`config.mk`:
```
export PLATFORM = sky130hd
export DESIGN_NAME = chan_volume
export DESIGN_NICKNAME = d
export VERILOG_FILES = /design/src/rtl/chan_volume.sv
export SDC_FILE = /design/constraint.sdc
export NUM_CORES = 2
export LEC_CHECK = 0
export ABC_AREA = 1
export BUFFER_PORTS_ARGS = -buffer_cell sky130_fd_sc_hd__buf_2
export CAP_MARGIN = 20
export CORE_MARGIN = 4
export CORE_UTILIZATION = 30
export DETAILED_ROUTE_END_ITERATION = 10
export PLACE_DENSITY_LB_ADDON = 0.3
export SETUP_SLACK_MARGIN = 0.05
export SYNTH_ARGS = -nofsm -noshare
export SYNTH_HDL_FRONTEND = slang
export SYNTH_SLANG_ARGS = --single-unit
```
`constraint.sdc`:
```
create_clock -name clk -period 20.1 [get_ports clk]
set_input_delay 4.02 -clock clk [delete_from_list [all_inputs] [get_ports clk]]
set_output_delay 4.02 -clock clk [all_outputs]
set_load 0.03 [all_outputs]
```
`src/rtl/chan_volume.sv`:
```
`timescale 1ns/1ps
module chan_volume #(
  parameter int NCH      = 7,
  parameter int DW       = 24,
  parameter int CODE_W   = 8,
  parameter int UNITY    = 207,
  parameter int ZERO_RUN = 1024,
  parameter int CHW      = $clog2(NCH + 1)
) (
  input  logic                 clk,
  input  logic                 rst_n,
  input  logic                 cfg_we,
  input  logic [CHW-1:0]       cfg_ch,
  input  logic [CODE_W-1:0]    cfg_code,
  input  logic                 cfg_mute,
  input  logic                 in_vld,
  input  logic [CHW-1:0]       in_ch,
  input  logic signed [DW-1:0] in_data,
  output logic                 out_vld,
  output logic [CHW-1:0]       out_ch,
  output logic signed [DW-1:0] out_data
);
  localparam int MW   = 17;
  localparam int PW   = DW + MW;
  localparam int ZW   = $clog2(ZERO_RUN + 1);
  localparam int OFS  = (12 - (UNITY % 12)) % 12;
  localparam int SH0  = 15 + (UNITY + OFS) / 12;

  logic [CODE_W-1:0] tgt  [NCH];
  logic [CODE_W-1:0] cur  [NCH];
  logic [ZW-1:0]     zcnt [NCH];
  logic [NCH-1:0]    mute;

  function automatic logic [15:0] mant(input int k);
    case (k)
      1:  mant = 16'd34710;
      2:  mant = 16'd36766;
      3:  mant = 16'd38945;
      4:  mant = 16'd41252;
      5:  mant = 16'd43697;
      6:  mant = 16'd46286;
      7:  mant = 16'd49029;
      8:  mant = 16'd51934;
      9:  mant = 16'd55011;
      10: mant = 16'd58271;
      11: mant = 16'd61724;
      default: mant = 16'd32768;
    endcase
  endfunction

  wire in_ok  = in_vld && (int'(in_ch) < NCH);
  wire cfg_ok = cfg_we && (int'(cfg_ch) < NCH);
  wire wr_hit = cfg_ok && (cfg_ch == in_ch);

  logic [CODE_W-1:0]    a_code, eff, nxt;
  logic                 a_mute;
  logic signed [PW-1:0] prod, scaled;
  logic signed [DW-1:0] sat;
  int                   ev, sh;

  always_comb begin
    a_code = in_ok ? cur[in_ch] : '0;
    a_mute = in_ok ? mute[in_ch] : 1'b0;
    if (wr_hit)
      eff = cfg_mute ? '0 : cfg_code;
    else
      eff = (in_ok && !mute[in_ch]) ? tgt[in_ch] : '0;
    if (a_code < eff)      nxt = a_code + 1'b1;
    else if (a_code > eff) nxt = a_code - 1'b1;
    else                   nxt = a_code;

    ev     = int'(a_code) + OFS;
    sh     = SH0 - ev / 12;
    prod   = $signed(in_data) * $signed({1'b0, mant(ev % 12)});
    scaled = prod >>> sh;
    if (!scaled[PW-1] && (|scaled[PW-2:DW-1]))
      sat = {1'b0, {(DW-1){1'b1}}};
    else if (scaled[PW-1] && !(&scaled[PW-2:DW-1]))
      sat = {1'b1, {(DW-1){1'b0}}};
    else
      sat = scaled[DW-1:0];
  end

  wire silent = a_mute && (a_code == '0);

  always_ff @(posedge clk) begin
    if (!rst_n) begin
      for (int i = 0; i < NCH; i++) begin
        tgt[i]  <= CODE_W'(UNITY);
        cur[i]  <= CODE_W'(UNITY);
        zcnt[i] <= '0;
      end
      mute     <= '0;
      out_vld  <= 1'b0;
      out_ch   <= '0;
      out_data <= '0;
    end else begin
      if (cfg_ok) begin
        tgt[cfg_ch]  <= cfg_code;
        mute[cfg_ch] <= cfg_mute;
      end
      if (in_ok) begin
        if (in_data == '0) begin
          if (zcnt[in_ch] >= ZW'(ZERO_RUN - 1)) begin
            zcnt[in_ch] <= ZW'(ZERO_RUN);
            cur[in_ch]  <= '0;
          end else begin
            zcnt[in_ch] <= zcnt[in_ch] + 1'b1;
            cur[in_ch]  <= nxt;
          end
        end else begin
          zcnt[in_ch] <= '0;
          cur[in_ch]  <= nxt;
        end
      end
      out_vld <= in_ok;
      if (in_ok) begin
        out_ch   <= in_ch;
        out_data <= silent ? '0 : sat;
      end
    end
  end
endmodule

```
# Word level (Yosys, flattened, before mapping)
# Memories as Yosys holds them, arrays and structs flattened.
# Index checks and enable logic that the tools add are counted.
dict set report totals {
  output_inout_bits 28
  n_memories 4
  input_bits 43
  romBits 240
  ff_bits 35
  mem_bits_rw 189
}
# memory depth word_bits read_ports rd_clocked_by_memory_dff wr line
set mem_list {}
lappend mem_list {{(name not given)} 16 15 1 0 0 35} ;# case (k)
lappend mem_list {zcnt 7 11 1 0 7 31} ;# logic [ZW-1:0] zcnt [NCH];
lappend mem_list {cur 7 8 1 0 7 30} ;# logic [CODE_W-1:0] cur [NCH];
lappend mem_list {tgt 7 8 1 0 7 29} ;# logic [CODE_W-1:0] tgt [NCH];
dict set report op_classes {
  n_mul 1
  reduce_logical 19
  n_div 2
  addsub 5
  bitwise 4
  n_mux 47
  shifts 1
  n_eq_ne 1
  n_lt_le_gt_ge 8
}
# cell n
set op_table {}
lappend op_table {{2-to-1 mux 8 bit} 10}
lappend op_table {{2-to-1 mux 24 bit} 3}
lappend op_table {{multiplier 24 x 17 -> 41 bit} 1}
lappend op_table {{>>> shifter 41 x 32 -> 41 bit} 1}
lappend op_table {{2-to-1 mux 11 bit} 3}
lappend op_table {{divider 32 x 5 -> 32 bit (second input constant)} 1}
lappend op_table {{remainder unit 32 x 5 -> 32 bit (second input constant)} 1}
lappend op_table {{subtractor 7 x 32 -> 32 bit (first input constant)} 1}
lappend op_table {{logical NOT 28 bit} 1}
lappend op_table {{logical NOT 24 bit} 1}
lappend op_table {{2-to-1 mux 1 bit} 24}
lappend op_table {{AND reduction 17 bit} 1}
lappend op_table {{OR reduction 17 bit} 1}
lappend op_table {{2-to-1 mux 16 bit} 1}
lappend op_table {{OR reduction 8 bit} 2}
lappend op_table {{adder 11 x 1 -> 11 bit (second input constant)} 1}
lappend op_table {{>= comparator 11 x 10 -> 1 bit (second input constant)} 1}
lappend op_table {{OR reduction 11 bit} 1}
lappend op_table {{adder 8 x 4 -> 9 bit (second input constant)} 1}
lappend op_table {{2-to-1 mux 3 bit} 3}
lappend op_table {{adder 8 x 1 -> 8 bit (second input constant)} 1}
lappend op_table {{greater-than comparator 8 bit} 1}
lappend op_table {{logical AND 1 bit} 8}
lappend op_table {{logical NOT 8 bit} 1}
lappend op_table {{11 further kinds} 18}

# Depth between registers and ports, before layout
dict set report logic_depth {
  ltp_word 15
  ltp_mapped 86
}

# Worst setup path before layout
# No wires, ideal clock.
dict set report synth_path {
  path_type {input to register}
  start {in in_ch[0]}
  end {reg out_data[10]}
  path_stages 74
  slack_ps 4554
  arrival_ps 15433
  setup_time_ps 113
  required_time_ps 19987
  path_cell_list {buf_6 inv_4 buf_6 nand3_1 nand3_1 nor2_1 nor2_2 ha_1 nand4_1 nand2_1 inv_2 nor2_4 ha_1 inv_1 nand3_1 nand2_1 nand3_1 nand2_1 [... 38 more ...] nand3_1 nand3_1 nand3_1 nand2_1 nand2_1 nand2_1 nand2_1 nand2_1 nand2_1 nor2_1 nand3_1 nand2_1 nand3b_1 nand2_1 buf_4 nand2_1 nand2_1 nand2_1}
}
dict set report synth_between {
  elab_chain_len 15
}
# item line
set synth_lines {}
lappend synth_lines {{start: declaration} 17} ;# input logic [CHW-1:0] in_ch,
lappend synth_lines {{< comparator 3 bit} 51} ;# wire in_ok = in_vld && (int'(in_ch) < NCH);
lappend synth_lines {{logical AND 1 bit} 51}
lappend synth_lines {{2-to-1 mux 8 bit} 62} ;# a_code = in_ok ? cur[in_ch] : '0;
lappend synth_lines {{adder 8 x 4 -> 9 bit} 72} ;# ev = int'(a_code) + OFS;
lappend synth_lines {{remainder unit 32 x 5 -> 32 bit} 74} ;# prod = $signed(in_data) * $signed({1'b0, mant(ev % 12)});
lappend synth_lines {{memory (16 x 15 bit) / logical NOT 28 bit (equally long branches)} --}
lappend synth_lines {{2-to-1 mux 16 bit} 35}
lappend synth_lines {{multiplier 24 x 17 -> 41 bit} 74}
lappend synth_lines {{>>> shifter 41 x 32 -> 41 bit} 75} ;# scaled = prod >>> sh;
lappend synth_lines {{AND reduction 17 bit} 78} ;# else if (scaled[PW-1] && !(&scaled[PW-2:DW-1]))
lappend synth_lines {{logical NOT 1 bit} 78}
lappend synth_lines {{logical AND 1 bit} 78}
lappend synth_lines {{2-to-1 mux 24 bit} 78}
lappend synth_lines {{2-to-1 mux 24 bit} 76} ;# if (!scaled[PW-1] && (|scaled[PW-2:DW-1]))
lappend synth_lines {{2-to-1 mux 24 bit} 119} ;# out_data <= silent ? '0 : sat;
lappend synth_lines {{end signal: assignment} 119}
lappend synth_lines {{end: declaration} 21} ;# output logic signed [DW-1:0] out_data
# Several ways; a longest one is shown, not always the timed one. The select of a mux whose other input is x is not followed.
# A chain may end at the register's enable or synchronous reset.

# Worst setup path after layout
dict set report layout_path {
  start {in in_ch[1]}
  end {reg out_data[16]}
}
# The elaborated chain is that of the path after synthesis.

==> results.rst <==
.. list-table::
   :header-rows: 1

   * - Metric
     - Value
   * - Run status
     - finished, final reports clean
   * - Net count, final
     - 4,233
   * - Post-detail-place hpwl
     - 65,760 um
   * - Worst path arrival time
     - 19,230 ps
   * - Post-synthesis to final-layout area growth
     - 8.565%
   * - Class of the worst hold path
     - reg2reg
   * - Area of the die
     - 100,300 um^2
   * - Category of the worst setup path launch point
     - input pin
   * - Transition time at the pin with the least slew margin
     - 1068 ps
   * - Post-route ant nets
     - 0
   * - Post-Syn Instances
     - 3,703
   * - Time the worst path needs with I/O delays and setup
     - 18,790 ps
   * - Total of fill cells in the finished design
     - 10,150
   * - TritonCTS buffer count
     - 27
   * - Cell Rows
     - 112
   * - Post-synthesis cell type count
     - 62
   * - Depth of the worst register-to-register path
     - 78
   * - Number of primary I/O pins
     - 71
   * - Setup tns final
     - 0 ps
   * - Cell Area, Synth
     - 28,600 um^2
   * - EDFF count, synth
     - 181
   * - Routing usage on met1
     - 0.2244
   * - Number of input and output port buffers inserted
     - 70
   * - Layer with the highest usage after global routing
     - met2
   * - Part of the Yosys area used for sequential elements
     - 0.2334
   * - Share of synthesized registers carrying an async set or reset
     - 0
   * - Global-route total usage across every layer
     - 0.1735
   * - Headroom to the max-slew limit
     - 0.2864
   * - Largest net degree at the start of global routing
     - 82
   * - Initial Util
     - 0.3046
   * - Die extent in y
     - 316.8 um
   * - Wire length of the first global-routing pass
     - 138,900 um
   * - Met2 capacity usage during global routing
     - 0.3155
   * - Slowest CP cell
     - sky130_fd_sc_hd__inv_1
   * - Total of warnings raised by yosys
     - 0
   * - Hold Path Stages
     - 2
   * - Most common cell type on the critical path
     - sky130_fd_sc_hd__nand2_1
   * - Wirelength, routed
     - 86,320 um
   * - Max Freq
     - 53.23 MHz
   * - Data required time of the worst path
     - 20,550 ps
   * - Overall overflow remaining after global route
     - 0
   * - Fraction of layout instances using a drive strength above 1
     - 0.05650
   * - Endpoint class of the critical path
     - flip-flop
   * - Initial antenna violation count
     - 2
   * - Global placement routability congestion
     - 0.8852
   * - Core Region
     - 93,890 um^2
   * - Reg clk slew, reported paths
     - 60 ps
   * - Number of failing hold endpoints at the final stage
     - 0
   * - Hold-fix buffers, CTS
     - 0
   * - Highest fanout seen on the critical path
     - 46
   * - Number of sinks handled by clock tree synthesis
     - 243
   * - Post-Route Skew
     - 11.69 ps
   * - Diode count
     - 0
   * - Tcrit/Tclk final
     - 0.9346
   * - Cts repair resizes
     - 0
   * - Number of vias per cell
     - 4.813
   * - Total DRC errors in the routed layout
     - 0
   * - Global Route met3 Usage
     - 0.01479
   * - CP max stage delay
     - 810 ps
   * - Max Root-Sink Buffers
     - 3
   * - Count of buffers added by post-CTS timing repair for setup
     - 0
   * - Pins over their slew limit
     - 0
   * - Unrepaired setup endpoints after global routing
     - no
   * - CTS tree
     - done
   * - Vias in the first global route
     - 24,710
   * - Overall via count from detail_route
     - 23,920
   * - WS Path Type
     - in2reg
   * - Primary flip-flop cell chosen by synthesis mapping
     - sky130_fd_sc_hd__edfxtp_1
   * - Root buffer cell
     - sky130_fd_sc_hd__clkbuf_16
   * - Maxcap violations
     - 0
   * - Final Setup Violations
     - 0
   * - Detailed Routing Iterations Pass 1
     - 5
   * - Die width
     - 316.8 um
   * - Synth Register Bits
     - 243
   * - Drt wl/cell
     - 17.36 um
   * - Clock latency on the worst-skew pair
     - 560 ps
   * - Per-instance average area after synthesis
     - 7.724 um^2
   * - Violation count after the first detailed-route iteration
     - 1,696
   * - H-tree depth
     - 1
## through the flow
step           cells  utilization  cell area [um^2]  worst slack, ps  hold slack [ps]
5_1_grt         4971       0.3307             31050            107.3            466.1
6_report        4971       0.3307             31050             1315            441.1
4_1_cts         4970       0.3304             31020             1325            442.4
3_5_place_dp    4920       0.3214             30170            764.4            427.8
2_1_floorplan   3721            -             28670             4554            429.7
3_3_place_gp    4918       0.3210             30140            872.1            428.0
## cell type report
type | instances | area, um^2 | area share
Timing Repair Buffer | 101 | 639.4 | 0.02059
Multi-Input combinational cell | 2622 | 18680 | 0.6017
Clock inverter | 11 | 95.09 | 0.003062
Sequential cell | 243 | 6676 | 0.2150
Clock buffer | 39 | 750.7 | 0.02418
Tap cell | 1254 | 1569 | 0.05053
Inverter | 701 | 2638 | 0.08494
## metal layers
metal	up-vias	wire length, um
met2	624	43620
met5	-	0
met1	11750	36810
met3	111	3701
li1	11440	-
met4	0	2181
## critical path: cells and delay by family
kind / cells / cell delay [ps]
simple gates: 47 / 7360
fa+ha+maj: 9 / 4070
buf+inv: 18 / 3160
compound gates: 4 / 430
xor+xnor: 1 / 120
## Yosys cell counts, types with 5 or more instances
library cell,number,area (um^2)
sky130_fd_sc_hd__edfxtp_1,181,5435
sky130_fd_sc_hd__o22ai_1,17,106.4
sky130_fd_sc_hd__clkinv_1,8,30.03
sky130_fd_sc_hd__inv_1,671,2519
sky130_fd_sc_hd__clkbuf_1,93,349.1
sky130_fd_sc_hd__nand2_1,911,3420
sky130_fd_sc_hd__dfxtp_1,62,1241
sky130_fd_sc_hd__fa_1,377,7547
sky130_fd_sc_hd__inv_2,21,78.83
sky130_fd_sc_hd__ha_1,117,1464
sky130_fd_sc_hd__nand4_1,23,143.9
sky130_fd_sc_hd__nor3_1,11,55.05
sky130_fd_sc_hd__nand2_2,10,62.56
sky130_fd_sc_hd__o21a_1,5,37.54
sky130_fd_sc_hd__nand3_1,209,1046
sky130_fd_sc_hd__o221ai_1,9,78.83
sky130_fd_sc_hd__o21ai_0,203,1016
sky130_fd_sc_hd__a22oi_1,7,52.55
sky130_fd_sc_hd__buf_4,12,90.09
sky130_fd_sc_hd__a21oi_1,111,555.5
sky130_fd_sc_hd__nand3_2,9,90.09
sky130_fd_sc_hd__o21ai_1,8,40.04
sky130_fd_sc_hd__a31oi_1,8,50.05
sky130_fd_sc_hd__nor2_1,422,1584
sky130_fd_sc_hd__xor2_1,36,315.3
sky130_fd_sc_hd__or2_2,5,31.28
sky130_fd_sc_hd__buf_6,5,56.30
sky130_fd_sc_hd__buf_2,30,150.1
sky130_fd_sc_hd__o211ai_1,12,90.09
sky130_fd_sc_hd__a221oi_1,14,122.6
sky130_fd_sc_hd__nor4_1,8,50.05
sky130_fd_sc_hd__buf_1,15,56.30
sky130_fd_sc_hd__xnor2_1,21,183.9
## state kept, by name, summed over array words and instances, names as in the netlist
signal / cells
out_data: 24
mute: 7
zcnt: 88
out_ch: 3
out_vld: 1
cur: 56
tgt: 64
## kinds of logic after synthesis
logic type	Yosys count	share of synthesized area
other cells	1	0.0001311
buf+inv	856	0.1166
mux	4	0.001400
flops	243	0.2334
xor+xnor	59	0.01859
compound gates	424	0.08408
simple gates	1622	0.2307
fa+ha+maj	494	0.3151
## placed cells by master, fill, tap and decap left out, types with 10 or more instances in the layout
master	count
sky130_fd_sc_hd__fa_1	377
sky130_fd_sc_hd__conb_1	19
sky130_fd_sc_hd__a221oi_1	14
sky130_fd_sc_hd__ha_1	117
sky130_fd_sc_hd__xor2_1	36
sky130_fd_sc_hd__o22ai_1	16
sky130_fd_sc_hd__clkbuf_16	27
sky130_fd_sc_hd__inv_1	671
sky130_fd_sc_hd__a21oi_1	111
sky130_fd_sc_hd__edfxtp_1	181
sky130_fd_sc_hd__dfxtp_1	62
sky130_fd_sc_hd__buf_2	70
sky130_fd_sc_hd__nand4_1	23
sky130_fd_sc_hd__nand2_2	10
sky130_fd_sc_hd__o21ai_0	203
sky130_fd_sc_hd__nand2_1	911
sky130_fd_sc_hd__buf_4	27
sky130_fd_sc_hd__nor3_1	10
sky130_fd_sc_hd__o211ai_1	12
sky130_fd_sc_hd__inv_2	21
sky130_fd_sc_hd__nand3_1	209
sky130_fd_sc_hd__xnor2_1	20
sky130_fd_sc_hd__nor2_1	419
## worst paths after layout
| path | start | endpoint | slack (ps) |
|---|---|---|---|
| min reg2reg | out_ch[2] | out_ch[2] | 440 |
| min | out_ch[2] | out_ch[2] | 440 |
| max | in_ch[1] | out_data[16] | 1310 |
| max reg2reg | cur[6][1] | out_data[16] | 5310 |
Power is left out: the tool's default activity adds up to more than one toggle a clock period on the data nets, which glitch-free logic cannot reach.
